<file path="src/rtl/irq_pin_pkg.sv">
package irq_pin_pkg;
  localparam int WORD_W   = 32;
  localparam int INTV_W   = 8;
  localparam int INTV_LSB = 24;
  localparam int CLR_BIT  = 14;
  localparam int HOLD_BIT = 13;
  localparam int MST_BIT  = 12;
  localparam int EN_BIT   = 8;
  localparam int POL_BIT  = 4;
  localparam int TYPE_BIT = 0;

  typedef struct packed {
    logic [INTV_W-1:0] intv;
    logic              pin_en;
    logic              pol_high;
    logic              push_pull;
  } pin_cfg_t;
endpackage

</file>
<file path="src/rtl/irq_cfg_regs.sv">
module irq_cfg_regs
  import irq_pin_pkg::*;
(
  input  logic                   clk,
  input  logic                   rst_n,
  input  logic                   wr_i,
  input  logic [WORD_W-1:0]      wdata_i,
  output pin_cfg_t               cfg_o,
  output logic [INTV_W-1:0]      intv_nxt_o,
  output logic                   restart_o
);
  pin_cfg_t cfg_q, cfg_d;

  always_comb begin
    cfg_d = cfg_q;
    if (wr_i) begin
      cfg_d.intv      = wdata_i[INTV_LSB +: INTV_W];
      cfg_d.pin_en    = wdata_i[EN_BIT];
      cfg_d.pol_high  = wdata_i[POL_BIT];
      cfg_d.push_pull = wdata_i[TYPE_BIT];
    end
  end

  always_ff @(posedge clk or negedge rst_n) begin
    if (!rst_n) begin
      cfg_q <= '0;
    end else if (wr_i) begin
      cfg_q <= cfg_d;
    end
  end

  assign cfg_o      = cfg_q;
  assign intv_nxt_o = cfg_d.intv;
  assign restart_o  = wr_i & wdata_i[CLR_BIT];

  // a write lands in the stored fields on the next cycle
  p_write_lands_r12: assert property (@(posedge clk) disable iff (!rst_n)
    wr_i |=> (cfg_q.intv == $past(wdata_i[INTV_LSB +: INTV_W])));
endmodule

</file>
<file path="src/rtl/irq_holdoff_timer.sv">
module irq_holdoff_timer #(
  parameter int TICK_DIV = 1000,
  parameter int CNT_W    = 8
) (
  input  logic             clk,
  input  logic             rst_n,
  input  logic [CNT_W-1:0] intv_nxt_i,
  input  logic             start_req_i,
  output logic             active_o
);
  logic             active_q, active_d;
  logic [CNT_W-1:0] cnt_q, cnt_d;
  logic             tick;
  logic             off_w, start_w;

  assign off_w   = (intv_nxt_i == '0);
  assign start_w = start_req_i & ~off_w;

  generate
    if (TICK_DIV <= 1) begin : g_no_presc
      assign tick = 1'b1;
    end else begin : g_presc
      localparam int PW = $clog2(TICK_DIV);
      localparam logic [PW-1:0] LAST = PW'(TICK_DIV - 1);
      logic [PW-1:0] presc_q, presc_d;

      always_comb begin
        presc_d = presc_q;
        if (off_w || start_w || !active_q) presc_d = '0;
        else if (presc_q == LAST)          presc_d = '0;
        else                               presc_d = presc_q + 1'b1;
      end

      always_ff @(posedge clk or negedge rst_n) begin
        if (!rst_n) presc_q <= '0;
        else        presc_q <= presc_d;
      end

      assign tick = (presc_q == LAST);

      // prescaler never passes its last state
      p_presc_bound_r6: assert property (@(posedge clk) disable iff (!rst_n)
        presc_q <= LAST);
    end
  endgenerate

  always_comb begin
    active_d = active_q;
    cnt_d    = cnt_q;
    if (off_w) begin
      active_d = 1'b0;
      cnt_d    = '0;
    end else if (start_w) begin
      active_d = 1'b1;
      cnt_d    = intv_nxt_i;
    end else if (active_q && tick) begin
      if (cnt_q <= 1) begin
        active_d = 1'b0;
        cnt_d    = '0;
      end else begin
        cnt_d = cnt_q - 1'b1;
      end
    end
  end

  always_ff @(posedge clk or negedge rst_n) begin
    if (!rst_n) begin
      active_q <= 1'b0;
      cnt_q    <= '0;
    end else begin
      active_q <= active_d;
      cnt_q    <= cnt_d;
    end
  end

  assign active_o = active_q;

  // a holdoff only begins after a start request with a live interval
  p_rise_needs_start_r6: assert property (@(posedge clk) disable iff (!rst_n)
    $rose(active_q) |-> ($past(start_req_i) && ($past(intv_nxt_i) != '0)));

  // a zero interval ends the holdoff on the next cycle
  p_zero_stops_r8: assert property (@(posedge clk) disable iff (!rst_n)
    (intv_nxt_i == '0) |=> !active_q);
endmodule

</file>
<file path="src/rtl/irq_pin_drive.sv">
module irq_pin_drive (
  input  logic clk,
  input  logic rst_n,
  input  logic master_i,
  input  logic pme_i,
  input  logic pin_en_i,
  input  logic pol_high_i,
  input  logic push_pull_i,
  input  logic hold_i,
  output logic fall_o,
  output logic irq_o,
  output logic irq_oe
);
  logic src_w, src_q;
  logic asrt_d, asrt_q;

  assign src_w  = pin_en_i & master_i & ~hold_i;
  assign asrt_d = src_w | (pin_en_i & pme_i);
  assign fall_o = src_q & ~src_w & ~hold_i;

  always_ff @(posedge clk or negedge rst_n) begin
    if (!rst_n) begin
      src_q  <= 1'b0;
      asrt_q <= 1'b0;
    end else begin
      src_q  <= src_w;
      asrt_q <= asrt_d;
    end
  end

  always_comb begin
    if (push_pull_i) begin
      irq_oe = 1'b1;
      irq_o  = pol_high_i ? asrt_q : ~asrt_q;
    end else begin
      irq_oe = asrt_q;
      irq_o  = 1'b0;
    end
  end

  // during holdoff without a wake request the pin stays deasserted
  p_hold_blocks_r6: assert property (@(posedge clk) disable iff (!rst_n)
    (hold_i && !pme_i) |=> !asrt_q);

  // pin disabled means deasserted next cycle
  p_pin_off_r3: assert property (@(posedge clk) disable iff (!rst_n)
    !pin_en_i |=> !asrt_q);

  // wake input bypasses the holdoff
  p_pme_bypass_r11: assert property (@(posedge clk) disable iff (!rst_n)
    (pme_i && pin_en_i) |=> asrt_q);
endmodule

</file>
<file path="src/rtl/irq_pin_ctrl.sv">
module irq_pin_ctrl
  import irq_pin_pkg::*;
#(
  parameter int NUM_SRC = 8,
  parameter int CLK_HZ  = 100_000_000,
  parameter int TICK_US = 10
) (
  input  logic               clk,
  input  logic               rst_n,
  input  logic               reg_sel,
  input  logic               reg_we,
  input  logic [WORD_W-1:0]  reg_wdata,
  output logic [WORD_W-1:0]  reg_rdata,
  input  logic [NUM_SRC-1:0] int_sts,
  input  logic [NUM_SRC-1:0] int_en,
  input  logic               pme_irq,
  output logic               irq_o,
  output logic               irq_oe
);
  localparam int TICK_RAW = CLK_HZ / (1_000_000 / TICK_US);
  localparam int TICK_DIV = (TICK_RAW < 1) ? 1 : TICK_RAW;

  pin_cfg_t          cfg;
  logic [INTV_W-1:0] intv_nxt;
  logic              restart;
  logic              wr;
  logic              master;
  logic              hold;
  logic              fall;
  logic              unused_wbits;

  assign wr     = reg_sel & reg_we;
  assign master = |(int_sts & int_en);
  assign unused_wbits = ^{reg_wdata[23:15], reg_wdata[13:9], reg_wdata[7:5], reg_wdata[3:1]};

  irq_cfg_regs u_regs (
    .clk        (clk),
    .rst_n      (rst_n),
    .wr_i       (wr),
    .wdata_i    (reg_wdata),
    .cfg_o      (cfg),
    .intv_nxt_o (intv_nxt),
    .restart_o  (restart)
  );

  irq_holdoff_timer #(.TICK_DIV(TICK_DIV), .CNT_W(INTV_W)) u_timer (
    .clk         (clk),
    .rst_n       (rst_n),
    .intv_nxt_i  (intv_nxt),
    .start_req_i (restart | fall),
    .active_o    (hold)
  );

  irq_pin_drive u_drive (
    .clk         (clk),
    .rst_n       (rst_n),
    .master_i    (master),
    .pme_i       (pme_irq),
    .pin_en_i    (cfg.pin_en),
    .pol_high_i  (cfg.pol_high),
    .push_pull_i (cfg.push_pull),
    .hold_i      (hold),
    .fall_o      (fall),
    .irq_o       (irq_o),
    .irq_oe      (irq_oe)
  );

  always_comb begin
    reg_rdata = '0;
    if (reg_sel) begin
      reg_rdata[INTV_LSB +: INTV_W] = cfg.intv;
      reg_rdata[HOLD_BIT]           = hold;
      reg_rdata[MST_BIT]            = master;
      reg_rdata[EN_BIT]             = cfg.pin_en;
      reg_rdata[POL_BIT]            = cfg.pol_high;
      reg_rdata[TYPE_BIT]           = cfg.push_pull;
    end
  end

  // open-drain mode never drives the line high
  p_od_low_r5: assert property (@(posedge clk) disable iff (!rst_n)
    (!cfg.push_pull && irq_oe) |-> !irq_o);
endmodule

</file>
<file path="config.mk">
export PLATFORM = sky130hd
export DESIGN_NAME = irq_pin_ctrl
export DESIGN_NICKNAME = d
export VERILOG_FILES = /design/src/rtl/irq_pin_pkg.sv /design/src/rtl/irq_cfg_regs.sv /design/src/rtl/irq_holdoff_timer.sv /design/src/rtl/irq_pin_drive.sv /design/src/rtl/irq_pin_ctrl.sv
export SDC_FILE = /design/constraint.sdc
export NUM_CORES = 1
export LEC_CHECK = 0
export BUFFER_PORTS_ARGS = -buffer_cell sky130_fd_sc_hd__buf_2
export CAP_MARGIN = 10
export CORE_UTILIZATION = 51
export CTS_CLUSTER_DIAMETER = 40
export CTS_CLUSTER_SIZE = 20
export DETAILED_ROUTE_END_ITERATION = 7
export GPL_ROUTABILITY_DRIVEN = 0
export PLACE_DENSITY_LB_ADDON = 0.1
export SYNTH_ARGS = -nofsm -noshare
export SYNTH_HDL_FRONTEND = slang
export SYNTH_SLANG_ARGS = --single-unit
</file>
<file path="constraint.sdc">
create_clock -name clk -period 5.8 [get_ports clk]
set_clock_uncertainty 0.1 [all_clocks]
set_input_delay 1.16 -clock clk [delete_from_list [all_inputs] [get_ports clk]]
set_output_delay 1.16 -clock clk [all_outputs]
set_load 0.05 [all_outputs]
</file>
# After elaboration in Yosys (flattened, before gate mapping)

Cells that the tools add are included.
Widths: inputs -> output; s select.

Register bits after elaboration: 32
Input bits: 53
Word-level logic and storage cells: 56

Add/sub/neg operators: 2
Order comparisons: 1
Equal/unequal tests: 1
Mux-type cells: 19
Bitwise gates (word level): 15
Reduce and logical (&&, ||, !) cells: 9

Operator list:

| kind                  | count |
|---|---|
| $mux 8                | 5 |
| $mux 10               | 2 |
| $mux 11               | 1 |
| $add 10x1->10 const B | 1 |
| $eq 10x10->1 const B  | 1 |
| $mux 1                | 10 |
| $and 1x1->1           | 8 |
| $and 8x8->8           | 1 |
| $le 8x1->1 const B    | 1 |
| $logic_not 8->1       | 1 |
| $reduce_or 8->1       | 1 |
| $sub 8x1->8 const B   | 1 |
| $reduce_bool 3->1     | 2 |
| $not 1->1             | 4 |
| $logic_or 1x1->1      | 2 |
| $mux 2                | 1 |
| $or 1x1->1            | 2 |
| $reduce_and 2->1      | 1 |
| $logic_and 1x1->1     | 1 |
| $logic_not 1->1       | 1 |

# Logic depth before layout (Yosys ltp)

Gate-level depths: netlist of the first run.

Word-level depth: 12
Depth in mapped cells: 7
Gate-level depth less buffers: 7

# Modules after synthesis

A second synthesis of the first run with hierarchy kept.

Cell total of the unflattened synthesis: 211
Area total of the unflattened synthesis: 2078.2 sq um

By module, submodules not included:

| module            | instances | cells an instance | area each (sq um) | sequential area each (sq um) |
|---|---|---|---|---|
| irq_holdoff_timer | 1         | 126               | 1097.3            | 475.5 |
| irq_cfg_regs      | 1         | 33                | 589.3             | 275.3 |
| irq_pin_ctrl      | 1         | 42                | 290.3             | 0.0 |
| irq_pin_drive     | 1         | 10                | 101.3             | 50.0 |

# Least setup slack after synthesis of the first run

No wires, ideal clock.

Path kind: in2out
Start point: in int_sts[3]
End point: out reg_rdata[12]
Arrival: 2.021 ns
Required time: 4.540 ns
Setup slack: 2.519 ns
Stages on the path: 2
Buffers on the path: 0
Cell sequence: a22o_1 o41a_1

Cells in the longest elaborated chain, start to end: 3

Ends and longest elaborated chain:

| what            | line               | RTL |
|---|---|---|
| from (decl)     | irq_pin_ctrl.sv:14 | `input logic [NUM_SRC-1:0] int_sts,` |
| $and 8x8->8     | irq_pin_ctrl.sv:33 | `assign master = \|(int_sts & int_en);` |
| $reduce_or 8->1 | irq_pin_ctrl.sv:33 |  |
| $mux 2          | irq_pin_ctrl.sv:70 | `if (reg_sel) begin` |
| to (decl)       | irq_pin_ctrl.sv:13 | `output logic [WORD_W-1:0] reg_rdata,` |

No other way between the ends.

# Final worst setup path of the first run

Same ends and word-level chain as after synthesis.

==> results.cfg, run 1 <==
[outcome]
outcome = completed

[yosys]
synth_edf_count = 0
ys_ff_latch = 32
syn_area_sq_um = 1927
netlist-cell-type-count = 42
synth_warnings = 0
yosysSeqAreaShare = 0.4156
synth_ff_type = dfrtp_1
netlist_instances = 196
avgSynthCellArea_sq_um = 9.831
synthArstFlopShare = 1.000

[global_route]
grt_pass1_wl_um = 6555
grt_start_max_net_pins = 33
antenna_found_initial = 0
overflow = 0
grt_pass1_vias = 1453
grt_use_total = 0.2105

[floorplan]
die_y_um = 63.47
num_rows = 21
dieArea_sq_um = 4028
die_w_um = 63.47
core_area_sq_um = 3468
pin_count = 87
start_util = 0.5556

[cts]
clock_path_buffers = 2
clock_latency_ns = 0.29
clkTransAtPathRegs_ns = 0.07
cts-resized-gates = 0
cts-root-buf = clkbuf_8
clock_sinks = 32
cts_hold_buf = 0
htreeDepth = 2
cts_buffers = 5
cts_tree = yes
cts_setup_buffers = 0

[flow_run]
maxCapViolCount = 0

[timing]
tightestPinTransition_ns = 0.6939
min_period_ns = 3.388
fin_setup_tns_ns = 0
setup_viol = 0
max_clock_freq_ghz = 0.2951
slew_viol_final = 0
hold_viol_final = 0
rsz0062_at_grt = false
relSlewSlack = 0.5374
period_share = 0.5842

[routing]
vias = 1538
antenna_left = 0
vias_per_cell = 5.267
drt_first_pass_iters = 4
drtIter0Drc = 53
routedWlPerCell_um = 12.77
drc = 0
wl_um = 3729

[placed_design]
portBuffers = 47
dp_hpwl_um = 2789

[power_and_ir_drop]
ir_worst_vdd_uv = 159.7
cellLeakagePower_nw = 1.020
p_int_w = 0.0004859
p_per_area_nw_per_um2 = 352.1
clkPwrFrac = 0.267
comb_power_share = 0.324
p_sw_frac = 0.3821
p_seq_frac = 0.409
p_total_w = 0.0007863
p_sw_w = 0.0003005

[hold_path]
hp-class = reg -> reg

[layout]
fin_nets = 301
n_antenna_cell = 0
area_growth_pct = 15.91
drive_gt1_frac = 0.2967
nFillCells = 301

[critical_path]
start_kind = input port
critPathMaxFanout = 2
crit_required_ns = 4.54
path_class = in -> out
cp.arrival_ns = 2.13
cp-end-kind = output pin
[metrics by stage]
stage | worst slack [ns] | instances | hold slack, ns | cell area [sq um] | util
6_report | 2.412 | 292 | 0.3534 | 2233 | 0.6439
5_1_grt | 2.384 | 292 | 0.3837 | 2233 | 0.6439
4_1_cts | 2.413 | 292 | 0.3538 | 2233 | 0.6439
3_5_place_dp | 2.423 | 284 | 0.3445 | 2122 | 0.6118
3_3_place_gp | 2.412 | 284 | 0.3399 | 2122 | 0.6118
2_1_floorplan | 2.519 | 214 | 0.3251 | 1994 | -
[state kept, by name (all words and copies together) (netlist names)]
name                     count
u_regs.cfg_o                11
u_timer.g_presc.presc_q     10
u_timer.cnt_q                8
u_drive.asrt_q               1
u_drive.src_q                1
u_timer.active_o             1
[placed cells by master (no fill, tap or decap), types with 2 or more instances in the layout]
master    netlist  routed
xnor2_1         5       5
xor2_1          4       4
a22o_1          4       4
a21o_1          2       2
buf_2           0      47
o31ai_1         3       3
nand3_1         5       5
inv_1           3       3
or3_1           3       3
and3_1          2       2
ha_1            3       3
nor3_1          4       4
or2_2           2       2
nor4b_4         2       2
mux2i_1         3       3
conb_1          1      19
nor4_1          7       7
nor2_1         22      22
o211ai_1        3       3
nand2_1        14      14
mux2_2         11      11
a21oi_1         3       3
o21ai_0         5       5
dfrtp_1        32      32
and2_1         13      13
nand4_1         3       3
clkbuf_8        0       5
[cell families (layout without fill, tap and decap cells)]
logic type / count (synthesis) / in the layout / synth area share
AOI/OAI and AO/OA: 29 / 29 / 0.1123
muxes: 14 / 14 / 0.07987
other: 1 / 19 / 0.001946
DFF: 32 / 32 / 0.4156
xor gates and xnor gates: 9 / 9 / 0.04091
buffers and inverters: 26 / 58 / 0.09156
and+or+nand+nor: 82 / 82 / 0.2383
adders and majority gates: 3 / 3 / 0.01948
[power by group through the flow]
stage          clock network [W]  registers [W]  logic (W)
2_1_floorplan                  0       0.000312   0.000216
3_3_place_gp                   0       0.000325   0.000253
3_5_place_dp                   0       0.000325   0.000255
4_1_cts                 0.000218       0.000321   0.000256
5_1_grt                 0.000225       0.000330   0.000282
6_report                0.000210       0.000322   0.000255
[synth_stat cells (3+ instances only)]
cell type  count  area, sq um
nor2_1        22        82.58
nand4_1        3        18.77
inv_1          3        11.26
a21oi_1        3        15.01
o211ai_1       3        22.52
mux2_2        11        123.9
o31ai_1        3        22.52
and2_1        13        81.33
mux2i_1        3        30.03
nand2_1       14        52.55
xor2_1         4        35.03
nor3_1         4        20.02
ha_1           3        37.54
dfrtp_1       32        800.8
xnor2_1        5        43.79
clkbuf_1       3        11.26
buf_4         19        142.6
or3_1          3        18.77
o21ai_0        5        25.02
nand3_1        5        25.02
a22o_1         4        35.03
nor4_1         7        43.79
[worst max-delay path, stage by stage]
cell,delay [ns]
buf_2,0.09
a22o_1,0.24
o41a_1,0.41
buf_2,0.22
[final timing paths]
kind	startpoint	endpoint	slack, ns	depth (start not counted)
min reg2reg	u_timer.g_presc.presc_q[0]	u_timer.g_presc.presc_q[0]	0.35	1
min	u_timer.g_presc.presc_q[0]	u_timer.g_presc.presc_q[0]	0.35	1
max	int_sts[3]	reg_rdata[12]	2.41	4
max in group asynchronous	rst_n	u_timer.cnt_q[6]	4.33	1
max reg2reg	u_timer.g_presc.presc_q[0]	u_timer.cnt_q[4]	3.75	6
min in group asynchronous	rst_n	u_timer.g_presc.presc_q[8]	0.82	1
[final cells by class]
cell class	count	area, sq um	area share
clock buffers	5	68.82	0.03081
clock inverters	3	42.54	0.01905
inverters	3	11.26	0.005042
multi-input cells	156	1017	0.4555
flip-flops and latches	32	800.8	0.3585
well taps	46	57.56	0.02577
repair buffers	47	235.2	0.1053
[metal layers]
layer,vias to the layer above,global-route usage,share of wire
met5,-,0,0
met4,0,0.09375,0.015
met3,7,0.04529,0.073
met2,72,0.3258,0.43
met1,701,0.2811,0.48
li1,758,-,-
Note: power is estimated with default switching activity, not from simulation.
==> inputs of run 2 (changes only) <==
--- a/config.mk
+++ b/config.mk
@@ -5,9 +5,10 @@
 export SDC_FILE = /design/constraint.sdc
 export NUM_CORES = 1
 export LEC_CHECK = 0
+export ABC_AREA = 1
 export BUFFER_PORTS_ARGS = -buffer_cell sky130_fd_sc_hd__buf_2
 export CAP_MARGIN = 10
-export CORE_UTILIZATION = 51
+export CORE_UTILIZATION = 49
 export CTS_CLUSTER_DIAMETER = 40
 export CTS_CLUSTER_SIZE = 20
 export DETAILED_ROUTE_END_ITERATION = 7
==> constraint.sdc (replaced) <==
create_clock -name clk -period 3.5 [get_ports clk]
set_clock_uncertainty 0.1 [all_clocks]
set_input_delay 0.7 -clock clk [delete_from_list [all_inputs] [get_ports clk]]
set_output_delay 0.7 -clock clk [all_outputs]
set_load 0.05 [all_outputs]
==> results.cfg, run 2 <==
[timing]
period_share = 0.6632
max_clock_freq_ghz = 0.4308
min_period_ns = 2.321
relSlewSlack = 0.5331
rsz0062_at_grt = false
slew_viol_final = 0
fin_setup_tns_ns = 0
tightestPinTransition_ns = 0.7003
setup_viol = 0
hold_viol_final = 0

[power_and_ir_drop]
p_per_area_nw_per_um2 = 624.0
p_total_w = 0.001561
cellLeakagePower_nw = 1.450
ir_worst_vdd_uv = 245.6

[yosys]
netlist_instances = 300
synth_area_leader_cell = dfrtp_1
ys_ff_latch = 32
synth_area_leaders = dfrtp_1 (36%), nand2_1 (15%), nand3_1 (7.2%)
synthTopCellsByCount = nand2_1 (89), dfrtp_1 (32), nand3_1 (32), inv_1 (31), nor2_1 (31)
netlist-cell-type-count = 28
synthArstFlopShare = 1.000
synth.most_common_cell = nand2_1
synth_ff_type = dfrtp_1
avgSynthCellArea_sq_um = 7.382
synth_warnings = 0
yosysSeqAreaShare = 0.3616
synth_edf_count = 0
syn_area_sq_um = 2215
synth_top_cell_area_share = 0.3616

[cts]
cts_setup_buffers = 0
cts-root-buf = clkbuf_8
clock_sinks = 32
cts_buffers = 5
cts_hold_buf = 0
htreeDepth = 2
clock_latency_ns = 0.29
cts_tree = yes
clkTransAtPathRegs_ns = 0.07
clock_path_buffers = 2
cts-resized-gates = 0

[routing]
vias = 1866
antenna_left = 0
drc = 0
wl_um = 4148
drtIter0Drc = 70
drt_first_pass_iters = 4
vias_per_cell = 4.653
routedWlPerCell_um = 10.34

[global_route]
grt_start_max_net_pins = 33
grt_util_met3 = 0.04942
grt_pass1_vias = 1767
grt_pass1_wl_um = 7707
overflow = 0
grt_use_total = 0.1969
busiest_layer = met2
grt_util_met1 = 0.2566
antenna_found_initial = 0
use_met2 = 0.3193

[critical_path]
path_class = in -> out
crit_required_ns = 2.70
ff2ff_setup_slack_ns = 1.59
worstPathCellList = buf_2, a21boi_0, buf_2
critPathMaxFanout = 23
critical_path.top_delay_family = buffers and inverters
cpMostUsedCell = buf_2
cp_slowest_stage_delay_ns = 0.33
critical_path_depth = 3
crit_slowest_cell = buf_2
cp-end-kind = output pin
start_kind = input port
r2r_cells = 7
path_buf_inv = 2
cp.arrival_ns = 1.52

[floorplan]
die_w_um = 69.23
pin_count = 87
dieArea_sq_um = 4793
die_y_um = 69.23
core_area_sq_um = 4354
num_rows = 24
start_util = 0.5086

[layout]
final_cell_mix = nand2_1 (89), buf_2 (47), nand3_1 (32), dfrtp_1 (32)
largest_reg_flops = 11
final_common_cell = nand2_1
area_growth_pct = 12.99
fin_nets = 404
drive_gt1_frac = 0.2636
n_antenna_cell = 0

[placed_design]
portBuffers = 47
dp_hpwl_um = 3113

[flow_run]
maxCapViolCount = 0

[hold_path]
hp-class = in -> async

[outcome]
outcome = completed
[run 2: cell types whose count changed in the layout (fill, tap and decap cells not counted), sizes merged, moves of 4 or more]
cell   delta
nor3      +5
inv      +31
nand3    +27
and2     -13
nor4      -7
a22o      -4
mux2     -10
nand2    +90
xnor2     -5
nor2     +15
[run 2: final timing paths]
| check | start | endpoint |
|---|---|---|
| max | reg_sel | reg_rdata[12] |
| min | rst_n | u_timer.cnt_q[5] |
| max reg2reg | u_timer.g_presc.presc_q[0] | u_timer.cnt_q[6] |
| min reg2reg | u_timer.g_presc.presc_q[0] | u_timer.g_presc.presc_q[0] |
| max in group asynchronous | rst_n | u_regs.cfg_o[8] |
| min in group clk | u_timer.g_presc.presc_q[0] | u_timer.g_presc.presc_q[0] |
[run 2: area by class of cell]
class,count,area [sq um]
Tap cell,52,65.06
Clock buffer,6,72.57
Fill cell,428,1852
Clock inverter,2,35.03
Multi-Input combinational cell,228,1166
Timing Repair Buffer,47,235.2
Sequential cell,32,800.8
Inverter,34,127.6
[run 2: through the flow]
step	cells	utilization	instance area, sq um	hold WS (ns)	setup slack (ns)
CTS	401	0.5747	2502	0.3919	1.171
floorplan	318	-	2282	0.3044	0.7151
detailed placement	393	0.5500	2395	0.3798	0.8725
finish	401	0.5747	2502	0.3526	1.179
global placement	393	0.5500	2395	0.3744	0.9059
global route	401	0.5747	2502	0.4105	0.9985
[run 2: cells by family after synthesis]
group,after synthesis,synth area share
xor gates and xnor gates,5,0.01977
adders and majority gates,3,0.01695
DFF,32,0.3616
AOI/OAI and AO/OA,12,0.03333
muxes,1,0.005084
other,1,0.001693
and+or+nand+nor,188,0.4192
buffers and inverters,58,0.1424
[run 2: routing by layer]
metal  vias to the layer above  routed length [um]
li1                        990                   -
met1                       804                2033
met2                        65                1820
met3                         7                 241
met4                         0                  53
met5                         -                   0
[run 2: power by group]
group          internal [W]  leakage (nW)  total [W]  switching (W)
Combinational      0.000219         0.985   0.000694       0.000475
Sequential         0.000446         0.410   0.000517      0.0000711
Clock              0.000211        0.0552   0.000350       0.000139
Total              0.000876          1.45    0.00156       0.000685
[run 2: worst register-to-register path: cells and delay by family, from the launching register on]
family	cells	cell delay [ns]
flops	1	0.39
compound gates	1	0.50
buf+inv	1	0.11
simple gates	4	0.55
fa+ha+maj	1	0.20
